## src/rtl/dptr_pkg.sv

```systemverilog
package dptr_pkg;
  typedef enum logic [2:0] {
    OP_NOP       = 3'd0,
    OP_LDA_IMM   = 3'd1,
    OP_LDB_SHORT = 3'd2,
    OP_LDX_IMM   = 3'd3,
    OP_LDA_IND   = 3'd4,
    OP_STA_IND   = 3'd5,
    OP_XCH_IND   = 3'd6,
    OP_TBL_RD    = 3'd7
  } op_e;

  typedef enum logic [1:0] {
    STEP_NONE = 2'd0,
    STEP_INC  = 2'd1,
    STEP_DEC  = 2'd2,
    STEP_KEEP = 2'd3
  } step_e;

  typedef enum logic [2:0] {
    ST_IDLE  = 3'd0,
    ST_DRD   = 3'd1,
    ST_DWR   = 3'd2,
    ST_TISS  = 3'd3,
    ST_TWAIT = 3'd4,
    ST_TDONE = 3'd5
  } state_e;

  typedef enum logic [1:0] {
    ACC_SRC_IMM  = 2'd0,
    ACC_SRC_DMEM = 2'd1,
    ACC_SRC_TBL  = 2'd2
  } acc_src_e;

  typedef struct packed {
    op_e   op;
    logic  sel;
    step_e step;
  } cmd_t;

  localparam int unsigned NUM_PTR = 2;
endpackage

```

## src/rtl/dptr_step.sv

```systemverilog
module dptr_step #(
  parameter int unsigned DW = 8
) (
  input  logic [DW-1:0] ptr_i,
  input  logic [1:0]    step_i,
  output logic [DW-1:0] ptr_o
);
  import dptr_pkg::*;

  always_comb begin
    unique case (step_e'(step_i))
      STEP_INC: ptr_o = ptr_i + DW'(1);
      STEP_DEC: ptr_o = ptr_i - DW'(1);
      default:  ptr_o = ptr_i;
    endcase
  end
endmodule

```

## src/rtl/dptr_regs.sv

```systemverilog
module dptr_regs #(
  parameter int unsigned DW = 8
) (
  input  logic                                 clk_i,
  input  logic                                 rst_ni,
  input  logic                                 acc_we_i,
  input  logic [DW-1:0]                        acc_d_i,
  input  logic [dptr_pkg::NUM_PTR-1:0]         ptr_ld_i,
  input  logic [DW-1:0]                        ptr_ld_d_i,
  input  logic                                 step_en_i,
  input  logic                                 step_sel_i,
  input  logic [1:0]                           step_i,
  output logic [DW-1:0]                        acc_o,
  output logic [dptr_pkg::NUM_PTR-1:0][DW-1:0] ptr_o
);
  import dptr_pkg::*;

  logic [DW-1:0] acc_q;

  always_ff @(posedge clk_i or negedge rst_ni) begin
    if (!rst_ni)       acc_q <= '0;
    else if (acc_we_i) acc_q <= acc_d_i;
  end

  assign acc_o = acc_q;

  for (genvar g = 0; g < NUM_PTR; g++) begin : g_ptr
    logic [DW-1:0] ptr_q;
    logic [DW-1:0] ptr_nxt;

    dptr_step #(.DW(DW)) u_step (
      .ptr_i  (ptr_q),
      .step_i (step_i),
      .ptr_o  (ptr_nxt)
    );

    always_ff @(posedge clk_i or negedge rst_ni) begin
      if (!rst_ni)                                  ptr_q <= '0;
      else if (ptr_ld_i[g])                         ptr_q <= ptr_ld_d_i;
      else if (step_en_i && (step_sel_i == 1'(g)))  ptr_q <= ptr_nxt;
    end

    assign ptr_o[g] = ptr_q;
  end
endmodule

```

## src/rtl/dptr_ctrl.sv

```systemverilog
module dptr_ctrl (
  input  logic                         clk_i,
  input  logic                         rst_ni,
  input  logic                         cmd_valid_i,
  input  dptr_pkg::cmd_t               cmd_i,
  input  logic                         dmem_rvalid_i,
  input  logic                         pmem_rvalid_i,
  output dptr_pkg::state_e             state_o,
  output dptr_pkg::cmd_t               cur_o,
  output logic                         accept_o,
  output logic                         acc_we_o,
  output dptr_pkg::acc_src_e           acc_src_o,
  output logic [dptr_pkg::NUM_PTR-1:0] ptr_ld_o,
  output logic                         step_en_o,
  output logic                         tbuf_we_o
);
  import dptr_pkg::*;

  state_e state_q, state_d;
  cmd_t   cur_q;

  assign accept_o = cmd_valid_i && (state_q == ST_IDLE);

  always_comb begin
    state_d = state_q;
    unique case (state_q)
      ST_IDLE: begin
        if (accept_o) begin
          unique case (cmd_i.op)
            OP_LDA_IND, OP_XCH_IND: state_d = ST_DRD;
            OP_STA_IND:             state_d = ST_DWR;
            OP_TBL_RD:              state_d = ST_TISS;
            default:                state_d = ST_IDLE;
          endcase
        end
      end
      ST_DRD:   if (dmem_rvalid_i) state_d = (cur_q.op == OP_XCH_IND) ? ST_DWR : ST_IDLE;
      ST_DWR:   state_d = ST_IDLE;
      ST_TISS:  state_d = ST_TWAIT;
      ST_TWAIT: if (pmem_rvalid_i) state_d = ST_TDONE;
      ST_TDONE: state_d = ST_IDLE;
      default:  state_d = ST_IDLE;
    endcase
  end

  always_ff @(posedge clk_i or negedge rst_ni) begin
    if (!rst_ni) begin
      state_q <= ST_IDLE;
      cur_q   <= '0;
    end else begin
      state_q <= state_d;
      if (accept_o) cur_q <= cmd_i;
    end
  end

  always_comb begin
    acc_we_o  = 1'b0;
    acc_src_o = ACC_SRC_IMM;
    ptr_ld_o  = '0;
    step_en_o = 1'b0;
    tbuf_we_o = 1'b0;
    unique case (state_q)
      ST_IDLE: begin
        if (accept_o) begin
          acc_we_o = (cmd_i.op == OP_LDA_IMM);
          ptr_ld_o[0] = (cmd_i.op == OP_LDB_SHORT);
          ptr_ld_o[1] = (cmd_i.op == OP_LDX_IMM);
        end
      end
      ST_DRD: begin
        if (dmem_rvalid_i) begin
          acc_we_o  = 1'b1;
          acc_src_o = ACC_SRC_DMEM;
          step_en_o = (cur_q.op == OP_LDA_IND);
        end
      end
      ST_DWR:   step_en_o = 1'b1;
      ST_TWAIT: tbuf_we_o = pmem_rvalid_i;
      ST_TDONE: begin
        acc_we_o  = 1'b1;
        acc_src_o = ACC_SRC_TBL;
      end
      default: ;
    endcase
  end

  assign state_o = state_q;
  assign cur_o   = cur_q;
endmodule

```

## src/rtl/dptr_tbl_unit.sv

```systemverilog
module dptr_tbl_unit #(
  parameter int unsigned DW  = 8,
  parameter int unsigned PCW = 15
) (
  input  logic           clk_i,
  input  logic           rst_ni,
  input  logic           cmd_valid_i,
  input  logic [2:0]     cmd_op_i,
  input  logic           cmd_sel_i,
  input  logic [1:0]     cmd_step_i,
  input  logic [DW-1:0]  cmd_imm_i,
  input  logic [PCW-1:0] pc_i,
  output logic           busy_o,
  output logic [DW-1:0]  acc_o,
  output logic [DW-1:0]  b_o,
  output logic [DW-1:0]  x_o,
  output logic [DW-1:0]  pcl_o,
  output logic           dmem_req_o,
  output logic           dmem_we_o,
  output logic [DW-1:0]  dmem_addr_o,
  output logic [DW-1:0]  dmem_wdata_o,
  input  logic           dmem_rvalid_i,
  input  logic [DW-1:0]  dmem_rdata_i,
  output logic           pmem_req_o,
  output logic [PCW-1:0] pmem_addr_o,
  input  logic           pmem_rvalid_i,
  input  logic [DW-1:0]  pmem_rdata_i
);
  import dptr_pkg::*;

  localparam int unsigned NIB = DW / 2;
  localparam int unsigned PGW = PCW - DW;

  cmd_t                        cmd;
  cmd_t                        cur;
  state_e                      state;
  acc_src_e                    acc_src;
  logic                        accept;
  logic                        acc_we;
  logic [NUM_PTR-1:0]          ptr_ld;
  logic                        step_en;
  logic                        tbuf_we;
  logic [DW-1:0]               acc_d;
  logic [DW-1:0]               ptr_ld_d;
  logic [DW-1:0]               acc;
  logic [NUM_PTR-1:0][DW-1:0]  ptr;
  logic [DW-1:0]               wbuf_q;
  logic [DW-1:0]               tbuf_q;
  logic                        tbl_swap;

  assign cmd.op   = op_e'(cmd_op_i);
  assign cmd.sel  = cmd_sel_i;
  assign cmd.step = step_e'(cmd_step_i);

  dptr_ctrl u_ctrl (
    .clk_i         (clk_i),
    .rst_ni        (rst_ni),
    .cmd_valid_i   (cmd_valid_i),
    .cmd_i         (cmd),
    .dmem_rvalid_i (dmem_rvalid_i),
    .pmem_rvalid_i (pmem_rvalid_i),
    .state_o       (state),
    .cur_o         (cur),
    .accept_o      (accept),
    .acc_we_o      (acc_we),
    .acc_src_o     (acc_src),
    .ptr_ld_o      (ptr_ld),
    .step_en_o     (step_en),
    .tbuf_we_o     (tbuf_we)
  );

  always_comb begin
    unique case (acc_src)
      ACC_SRC_DMEM: acc_d = dmem_rdata_i;
      ACC_SRC_TBL:  acc_d = tbuf_q;
      default:      acc_d = cmd_imm_i;
    endcase
  end

  // short load of B zeroes the upper half
  assign ptr_ld_d = ptr_ld[0] ? {{(DW-NIB){1'b0}}, cmd_imm_i[NIB-1:0]} : cmd_imm_i;

  dptr_regs #(.DW(DW)) u_regs (
    .clk_i      (clk_i),
    .rst_ni     (rst_ni),
    .acc_we_i   (acc_we),
    .acc_d_i    (acc_d),
    .ptr_ld_i   (ptr_ld),
    .ptr_ld_d_i (ptr_ld_d),
    .step_en_i  (step_en),
    .step_sel_i (cur.sel),
    .step_i     (cur.step),
    .acc_o      (acc),
    .ptr_o      (ptr)
  );

  // wbuf keeps A as it was at acceptance; exchange overwrites A before writing
  always_ff @(posedge clk_i or negedge rst_ni) begin
    if (!rst_ni) begin
      wbuf_q <= '0;
      tbuf_q <= '0;
    end else begin
      if (accept && (cmd.op == OP_STA_IND || cmd.op == OP_XCH_IND)) wbuf_q <= acc;
      if (tbuf_we) tbuf_q <= pmem_rdata_i;
    end
  end

  assign tbl_swap = (state == ST_TISS) || (state == ST_TWAIT);

  assign busy_o       = (state != ST_IDLE);
  assign acc_o        = acc;
  assign b_o          = ptr[0];
  assign x_o          = ptr[1];
  assign pcl_o        = tbl_swap ? acc : pc_i[DW-1:0];
  assign dmem_req_o   = (state == ST_DRD) || (state == ST_DWR);
  assign dmem_we_o    = (state == ST_DWR);
  assign dmem_addr_o  = ptr[cur.sel];
  assign dmem_wdata_o = wbuf_q;
  assign pmem_req_o   = (state == ST_TISS);
  assign pmem_addr_o  = {pc_i[PCW-1 -: PGW], acc};
endmodule

```

## config.mk

```make
export PLATFORM = sky130hd
export DESIGN_NAME = dptr_tbl_unit
export DESIGN_NICKNAME = d
export VERILOG_FILES = /design/src/rtl/dptr_pkg.sv /design/src/rtl/dptr_step.sv /design/src/rtl/dptr_regs.sv /design/src/rtl/dptr_ctrl.sv /design/src/rtl/dptr_tbl_unit.sv
export SDC_FILE = /design/constraint.sdc
export NUM_CORES = 1
export LEC_CHECK = 0
export CORE_ASPECT_RATIO = 1.2
export CORE_MARGIN = 10
export CORE_UTILIZATION = 55
export CTS_CLUSTER_DIAMETER = 40
export DETAILED_ROUTE_END_ITERATION = 8
export PLACE_DENSITY_LB_ADDON = 0.12
export SYNTH_ARGS = -nofsm -noshare
export SYNTH_HDL_FRONTEND = slang
export SYNTH_HIERARCHICAL = 1
export SYNTH_SLANG_ARGS = --single-unit
```

## constraint.sdc

```tcl
create_clock -name clk_i -period 4.16 [get_ports clk_i]
set_input_delay 0.624 -clock clk_i [delete_from_list [all_inputs] [get_ports clk_i]]
set_output_delay 0.624 -clock clk_i [all_outputs]
set_load 0.005 [all_outputs]
```

# Yosys cells after proc, flatten, opt, wreduce, memory -nomap -nowiden
# Cells that the tools add are included.
# Widths: inputs -> output; s select.
[classes]
addsub = 4
n_lt_le_gt_ge = 1
n_eq_ne = 21
muxes = 27
bitwise_logic = 1
n_reduce_logical = 17
[ops]
columns = ["op", "n"]
rows = [
  ["$mux 8", 8],
  ["$pmux 8 s2", 3],
  ["$eq 3x3->1 const B", 8],
  ["$add 8x1->8 const B", 2],
  ["$sub 8x1->8 const B", 2],
  ["$eq 3x2->1 const B", 4],
  ["$pmux 3 s4", 1],
  ["$mux 3", 3],
  ["$reduce_bool 3->1", 3],
  ["$eq 3x1->1 const B", 2],
  ["$mux 2", 3],
  ["$ne 2x2->1 const B", 3],
  ["$pmux 2 s3", 1],
  ["$mux 1", 5],
  ["$eq 2x1->1 const B", 2],
  ["$eq 2x2->1 const B", 2],
  ["$logic_and 1x1->1", 4],
  ["$pmux 2 s2", 1],
  ["$reduce_and 2->1", 2],
  ["$reduce_bool 2->1", 2],
  ["$logic_not 3->1", 1],
  ["$logic_or 1x1->1", 3],
  ["$pmux 1 s3", 1],
  ["$reduce_and 3->1", 1],
  ["other kinds (4)", 4],
]
[totals]
reg_bits = 49
inputBits = 50
wordCells = 80

# Depth between registers and ports, before layout
# Gate-level depths: netlist of run 1.
[logic_depth]
depth_word = 6
depth_mapped = 12

# Hierarchy
# The synthesis of run 1 kept the hierarchy.
[modules_own_cells]
columns = ["module", "instances", "cells_each", "area_each_um2"]
rows = [
  ["dptr_tbl_unit", 1, 167, 1505.2],
  ["dptr_step", 2, 91, 676.9],
  ["dptr_regs", 1, 106, 1328.8],
  ["dptr_ctrl", 1, 41, 481.7],
]

# Least setup slack after synthesis of run 1
# Ideal clock, no wire load.
[synth_timing]
path_kind = "register to register"
startpoint = "register u_ctrl.cur_q, in the netlist u_ctrl/cur_o[1]"
endpoint = "register u_regs.g_ptr[0].ptr_q[4]"
setup_ps = 136
arrival_time_ps = 2172
required_time_ps = 4024
slack_ps = 1852
stages_incl_launch_ff = 12
path_buffers = 1
path_cell_list = "dfrtp_1 > ha_1 > buf_4 > xor2_1 > ha_1 > and3b_1 > o21ai_2 > a21oi_1 > a211o_1 > xnor2_1 > nand4bb_1 > o311ai_2"
[synth_via]
elab_chain_cells = 4
elab_cells_between_ends = 7
cone_classes = "2 x eq/ne; 3 x mux; 2 x reduce/logical"
[synth_rtl]
columns = ["element", "line", "source"]
rows = [
  ["from (decl)", "dptr_ctrl.sv:20", "cmd_t cur_q;"],
  ["from (signal assigned)", "dptr_ctrl.sv:52", "if (accept_o) cur_q <= cmd_i;"],
  ["$eq 2x2->1 / $eq 2x1->1 (equally long branches)", "dptr_step.sv:11", "unique case (step_e'(step_i))"],
  ["$pmux 8 s2 (*)", "dptr_step.sv:11", ""],
  ["net u_regs.g_ptr[0].ptr_nxt[4]", "dptr_regs.sv:29", "logic [DW-1:0] ptr_nxt;"],
  ["$mux 8 (*)", "dptr_regs.sv:40", "else if (step_en_i && (step_sel_i == 1'(g))) ptr_q <= ptr_nxt;"],
  ["$mux 8 (*)", "dptr_regs.sv:39", "else if (ptr_ld_i[g]) ptr_q <= ptr_ld_d_i;"],
  ["to (signal assigned)", "dptr_regs.sv:39", ""],
  ["to (signal assigned)", "dptr_regs.sv:40", ""],
  ["to (decl)", "dptr_regs.sv:28", "logic [DW-1:0] ptr_q;"],
]
# Mark *: on every way through the listed nets, which the timed path passes. The rest lies on a longest branch. The select of a mux whose other input is x is not followed.
# A chain may end at the register's enable or synchronous reset.

# Final worst setup path of run 1
[layout_timing]
startpoint = "register u_ctrl.state_q[1], in the netlist u_ctrl/state_o[1]"
endpoint = "output port pcl_o[7]"
[layout_via]
elab_chain_cells = 3
elab_cells_between_ends = 4
cone_classes = "2 x eq/ne; 1 x mux; 1 x reduce/logical"
[layout_rtl]
columns = ["element", "line", "source"]
rows = [
  ["from (decl)", "dptr_ctrl.sv:19", "state_e state_q, state_d;"],
  ["from (signal assigned)", "dptr_ctrl.sv:51", "state_q <= state_d;"],
  ["$eq 3x2->1 / $eq 3x3->1 (equally long branches)", "dptr_tbl_unit.sv:108", "assign tbl_swap = (state == ST_TISS) || (state == ST_TWAIT);"],
  ["$logic_or 1x1->1 (*)", "dptr_tbl_unit.sv:108", ""],
  ["$mux 8 (*)", "dptr_tbl_unit.sv:114", "assign pcl_o = tbl_swap ? acc : pc_i[DW-1:0];"],
  ["to (decl)", "dptr_tbl_unit.sv:17", "output logic [DW-1:0] pcl_o,"],
]
# Mark *: on every way between the ends. The rest lies on a longest branch, timed or not.

==> results.md, run 1 <==
* Placed cells at 662
* DR iter-0 viols at about 230
* Clock Path Buffers at 2
* Fin area at 0.005555 mm^2
* Final wirelength at ~13000 um
* Num Clock Sinks at 49
* Slowest cell on the critical path: dfrtp_1
* CP arrival at 2.51 ns
* GRT Overall Usage at 0.1933
* Number of buffers and inverters on the critical path at 1
* Post-CTS Setup Bufs at 0
* Filler cell count at 659
* Unique masters post-synth at 66
* Post-cts sizing count at 0
* Layout area overhead at 18.97%
* Min-delay worst type: in2async
* Root Buffer: clkbuf_8
* CP Capture Type: output pin
* Initial antenna violation count at 0
* RSZ-0062 raised after global routing: no
* Top Usage Layer GRT: met2
* Vias at 3997
* Crit share post-route at 0.7544
* Critical path, cell by cell: and2_1, o311a_1, clkdlybuf4s50_1
* Cell row count at 36
* Worst-skew pair later-pin latency at around 0.31 ns
* Cell family with most CP delay: flip-flops
* N_diodes at 0
* Initial core utilization at 0.5696
* Buffers added on ports at 102
* Cts hold-fix bufs at 0
* Pre-antenna DRT Iters at 5
* Antenna-violating nets left at 0
* Slew Viols, Final at 0
* DP HPWL at approximately 9400 um
* Max-cap violations at 0
* I/O Pins at ~120
* Met2 usage in global routing at 0.3417
* Setup TNS at 0 ns
* Die W at 104.1 um
* Vias in the first global route at just under 4000
* Synth Warn # at 6
* CTS clk-pin slew, worst paths at roughly 0.10 ns
* DIE AREA at around 0.013 mm^2
* Setup-failing EPs final at 0
* Vias/cell at approximately 6
* Fin. Hold Viols at 0
* Worst slew margin at 0.2932
* Fmax at approximately 320 MHz
* CTS Buf Count at 5
* Peak VDD IR at between 600 and 700 uV
* Worst Setup Path Type: reg2out
* Met1 track demand over resource at 0.2387
* Grt met3 use at 0.03348
* Gpl congestion at approximately 0.86
* Grt ovf at 0
* FFs w/ async S/R, synth at 1.000
* Cell area after placement at roughly 0.0055 mm^2
* Core area at between 0.008 and 0.009 mm^2
* P per Cell Area at about 740 mW/mm^2
* Routed length per instance at between 15 and 20 um
* Setup crit start kind: register
* Register cell area after layout at ~0.0012 mm^2
* Area of the mapped netlist at 0.004669 mm^2
* Lkg Pwr at roughly 2.2 nW
* Top FF cell, synth: dfrtp_1
* Layout Cells excl Fill at 670
* Layout Skew at ~0.011 ns
* Multi-input gate area at just under 0.003 mm^2
* Share of layout cells above drive strength 1 at 0.1799
* Maximum fanout along the worst path at 36
* Mapped Cells at about 500
* Final hold slack at ~0.41 ns
* Nets at between 600 and 700
* Drc violations at 0
* H-tree depth at 2
* Flops & latches, synth at just under 50
* Setup ws final at between 1 and 1.5 ns
* First-pass GRT wire length at a little over 20000 um
* CTS tree: yes
* Average cell area after synthesis at ~9.4 um^2
* EDFF count, synth at 0
* Min cycle time layout at around 3.1 ns
* Tightest Pin Transition at 1.060 ns
* Worst path required time at between 3 and 4 ns
* Place WS at approximately 1.2 ns
* Largest net degree at the start of global routing at 50
* Mapped Nets at between 500 and 600
* Status: finished clean
* Slowest Stage Delay on Critical Path at between 1 and 1.5 ns
* Sequential area share after synthesis at 0.2626
* Die Span Y at between 100 and 150 um
## sequential cells by signal, summed over array words and instances (netlist names)
signal              cells
dmem_wdata_o            8
tbuf_q                  8
u_ctrl/cur_o            6
u_ctrl/state_o          3
u_regs/acc_o            8
u_regs/g_ptr.ptr_q     16
## placed cells by master, fill, tap and decap left out, types with 15 or more instances in the layout
cell / synthesis / layout
nor3b_1: 15 / 15
inv_1: 28 / 28
mux2_2: 30 / 30
clkdlybuf4s50_1: 0 / 101
dfrtp_1: 49 / 49
nand2_1: 39 / 39
nor2b_1: 26 / 26
o21ai_0: 34 / 34
o311ai_2: 16 / 16
## cell usage after synthesis, types with 13 or more instances
cell	count	area (um^2)
dfrtp_1	49	1226
nand2_1	39	146.4
o21ai_0	34	170.2
mux2_2	30	337.8
inv_1	28	105.1
nor2b_1	26	162.7
buf_4	18	135.1
buf_2	17	85.08
o311ai_2	16	260.3
nor3b_1	15	112.6
buf_6	13	146.4
## cell type report
cell class	instances	area share
clock inverters	2	0.002477
multi-input cells	363	0.5295
clock buffers	6	0.01306
flip-flops and latches	49	0.2207
well taps	114	0.02568
repair buffers	106	0.1883
inverters	30	0.02027
## worst register-to-register path, cell delays in order (launching register included)
cell and delay (ns):
dfrtp_1 0.95, and4bb_2 0.40, nand3_1 0.12, o2bb2ai_1 0.74, and2_1 0.53, o311ai_2 0.12
## power breakdown
part           internal (W)  leakage [nW]  switching (W)
clock network      0.000120        0.0456       0.000168
registers          0.000700         0.605       0.000497
logic               0.00149          1.51        0.00114
## per-stage QoR
stage | power (W) | utilization
finish | 0.004119 | 0.6777
global route | 0.004449 | 0.6777
global placement | 0.003749 | 0.6671
floorplan | 0.002935 | -
CTS | 0.004135 | 0.6777
detailed placement | 0.003840 | 0.6671
## final timing paths
path                       slack (ns)  cells past startpoint                                   end                          start
setup / recovery                 1.02                      3                              pcl_o[7]  u_ctrl/state_o[1]$_DFFE_PN0P_
hold / removal                   0.41                      2  u_regs/g_ptr[0].ptr_q[5]$_DFFE_PN0P_                         rst_ni
setup reg to reg                 1.17                      5  u_regs/g_ptr[1].ptr_q[2]$_DFFE_PN0P_  u_ctrl/state_o[0]$_DFFE_PN0P_
hold reg to reg                  0.53                      1                 tbuf_q[5]$_DFFE_PN0P_          tbuf_q[5]$_DFFE_PN0P_
max in group asynchronous        3.31                      2           dmem_wdata_o[6]$_DFFE_PN0P_                         rst_ni
min in group clk_i               0.53                      1                 tbuf_q[5]$_DFFE_PN0P_          tbuf_q[5]$_DFFE_PN0P_
## kinds of logic after synthesis
family	count (synthesis)	share of synthesized area
adders and majority gates	8	0.02144
xor gates and xnor gates	14	0.02626
buffers and inverters	84	0.1074
and+or+nand+nor	181	0.2556
DFF	49	0.2626
muxes	42	0.1072
AOI/OAI and AO/OA	118	0.2195
## metal layers
| metal | routed length [um] | vias to the layer above |
|---|---|---|
| met5 | 0 | - |
| met4 | 174 | 0 |
| met3 | 616 | 15 |
| met2 | 6524 | 110 |
| met1 | 5295 | 1956 |
| li1 | - | 1916 |
(Power assumes the default switching activity.)
==> inputs of run 2 (changes only) <==
CORE_UTILIZATION = 46   (was 55)
clock period = 2.6 ns   (was 4.16 ns; I/O delays follow)
==> run 2 against run 1 <==
Clock skew down 0.0045 ns. Combinational power up 70%. Sequential power is 50% higher. Cell area rose by 4.7%. Core utilization fell by 9.4 points. Setup slack worse by 0.83 ns. First-iteration DRC count down 14%. Sequential cell count unchanged. Register-to-register slack worse by 0.91 ns. Clock-buffer cell count is 1 lower. Final cell count grew 4.2%. Routed wire length increased by 2.8%.
==> results.md, run 2 (same netlist as run 1, synthesis figures left out) <==
* Die W at about 110 um
* Multi-input gate area at 0.002942 mm^2
* Routed length per instance at between 15 and 20 um
* H-tree depth at 2
* Min-delay worst type: in2async
* Number of buffers and inverters on the critical path at 2
* N_diodes at 0
* CP Capture Type: output pin
* Cell area after placement at around 0.0056 mm^2
* Slowest cell on the critical path: clkdlybuf4s50_1
* Final wirelength at between 10000 and 15000 um
* Crit share post-route at 0.9276
* Placed cells at 690
* Fin. Hold Viols at 0
* Biggest register: u_regs/g_ptr.ptr_q
* Num Clock Sinks at just under 50
* Core area at about 0.01 mm^2
* Layout Cells excl Fill at about 700
* Crit. path cell count at 5
* CTS Buf Count at 5
* Pre-antenna DRT Iters at 4
* Largest net degree at the start of global routing at 37
* Status: finished clean
* Reg2Reg Capture Point: u_regs/g_ptr[1].ptr_q[7]$_DFFE_PN0P_
* Maximum fanout along the worst path at 35
* Worst-skew pair later-pin latency at 0.30 ns
* Slowest Stage Delay on Critical Path at 0.51 ns
* Setup TNS at 0 ns
* Register cell area after layout at ~0.0012 mm^2
* CTS tree: yes
* Layout Skew at approximately 0.0064 ns
* Max reg flops at 16
* Initial antenna violation count at 0
* Worst Setup Path Type: reg2out
* Initial core utilization at 0.4688
* Antenna-violating nets left at 0
* Commonest non-fill, non-tap cell in the layout: clkdlybuf4s50_1
* Cell family with most CP delay: buffers and inverters
* Filler cell count at ~880
* DR iter-0 viols at 198
* Peak VDD IR at approximately 630 uV
* GRT Overall Usage at 0.1713
* Setup crit start kind: register
* Drc violations at 0
* Slew Viols, Final at 0
* R2R Path Start: u_ctrl/cur_o[0]$_DFFE_PN0N_
* Nets at 629
* Die Span Y at 130.4 um
* DP HPWL at ~9800 um
* Clock Path Buffers at 2
* Share of layout cells above drive strength 1 at 0.2080
* Tightest Pin Transition at approximately 0.71 ns
* RSZ-0062 raised after global routing: no
* Vias at 4004
* Worst path required time at around 2.2 ns
* CP arrival at between 2 and 2.5 ns
* CTS clk-pin slew, worst paths at ~0.07 ns
* Worst reg2reg path depth at 9
* Reg-to-reg slack, setup at 0.26 ns
* Lkg Pwr at between 2 and 2.5 nW
* Grt ovf at 0
* Vias/cell at around 5.7
* P per Cell Area at ~1200 mW/mm^2
* Layout area overhead at 24.57%
* Cell row count at 40
* Fin area at approximately 0.0058 mm^2
* Worst slew margin at 0.5260
* Max-cap violations at 0
* Fmax at between 400 and 500 MHz
* DIE AREA at 0.01460 mm^2
* Min cycle time layout at ~2.4 ns
* Vias in the first global route at roughly 4000
* Buffers added on ports at 102
* Critical path, cell by cell: buf_6, nor2b_1, o21ai_0, o311a_1, clkdlybuf4s50_1
* Total Power at 0.007026 W
* Gpl congestion at 0.9017
* Most frequent cells in the layout: clkdlybuf4s50_1, dfrtp_1, nand2_1, o21ai_0, mux2_2
* I/O Pins at between 100 and 150
* First-pass GRT wire length at 21040 um
* Setup-failing EPs final at 0
* Root Buffer: clkbuf_16
* Cts hold-fix bufs at 0
-- run 2: cell count changes in the layout (fill, tap and decap cells not counted) --
| cell | delta |
|---|---|
| clkbuf_8 | -5 |
| dfrtp_1 | -2 |
| buf_12 | +3 |
| clkbuf_16 | +5 |
| bufinv_16 | +1 |
| buf_6 | +1 |
| clkbuf_1 | -1 |
| buf_4 | +12 |
| dfrtp_2 | +2 |
-- run 2: report_power, final --
| group | total [W] | switching (W) | internal, W |
|---|---|---|---|
| logic | 0.00447 | 0.00196 | 0.00250 |
| registers | 0.00180 | 0.000670 | 0.00113 |
| clock network | 0.000762 | 0.000306 | 0.000456 |
| total | 0.00703 | 0.00294 | 0.00409 |
-- run 2: worst max-delay path by stage --
stage	from	endpoint	slack [ns]
final	u_ctrl/state_o[2]$_DFFE_PN0P_	pcl_o[0]	0.19
after global routing	u_ctrl/cur_o[0]$_DFFE_PN0N_	u_regs/g_ptr[1].ptr_q[7]$_DFFE_PN0P_	0.05
after CTS	u_ctrl/state_o[2]$_DFFE_PN0P_	pcl_o[0]	0.05
after detailed placement	dmem_rvalid_i	u_regs/acc_o[6]$_DFFE_PN0P_	0.25
after global placement	dmem_rvalid_i	u_regs/acc_o[6]$_DFFE_PN0P_	0.27
after floorplan	u_ctrl/cur_o[1]$_DFFE_PN0N_	u_regs/g_ptr[0].ptr_q[4]$_DFFE_PN0P_	0.29
-- run 2: metal layers --
layer  global-route usage  wire length, um  part of all wire
met1               0.2180             5790              0.45
met2               0.2883             6284              0.48
met3              0.03739              718             0.055
met4              0.04484              170             0.013
met5                    0                0                 0
-- run 2: layout make-up --
class / instances / share of cell area
well taps: 126 / 0.02710
flip-flops and latches: 49 / 0.2112
multi-input cells: 363 / 0.5057
clock inverters: 3 / 0.007528
clock buffers: 5 / 0.02151
inverters: 30 / 0.01936
repair buffers: 122 / 0.2076
-- run 2: worst register-to-register path, stage by stage, from the launching register on --
cell and delay (ns):
dfrtp_1 0.40, inv_1 0.09, ha_1 0.51, inv_1 0.25
nor3_2 0.32, or3b_1 0.15, o311ai_1 0.11, nor3_2 0.17
nand4b_1 0.14, o311ai_2 0.09
-- run 2: what timing repair did --
| item | 4_1_cts | 5_1_grt |
|---|---|---|
| setup buffers | 0 | 0 |
| setup endpoints to repair | 0 | 8 |
| resized for setup | 0 | 3 |
-- run 2: per-stage QoR --
| stage | setup WS (ns) | utilization | hold WS (ns) |
|---|---|---|---|
| floorplan | 0.2916 | - | 0.09441 |
| global placement | 0.2669 | 0.5665 | 0.4737 |
| detailed placement | 0.2530 | 0.5665 | 0.4790 |
| CTS | 0.05449 | 0.5834 | 0.1599 |
| global route | 0.05432 | 0.5840 | 0.1823 |
| finish | 0.1882 | 0.5840 | 0.1360 |
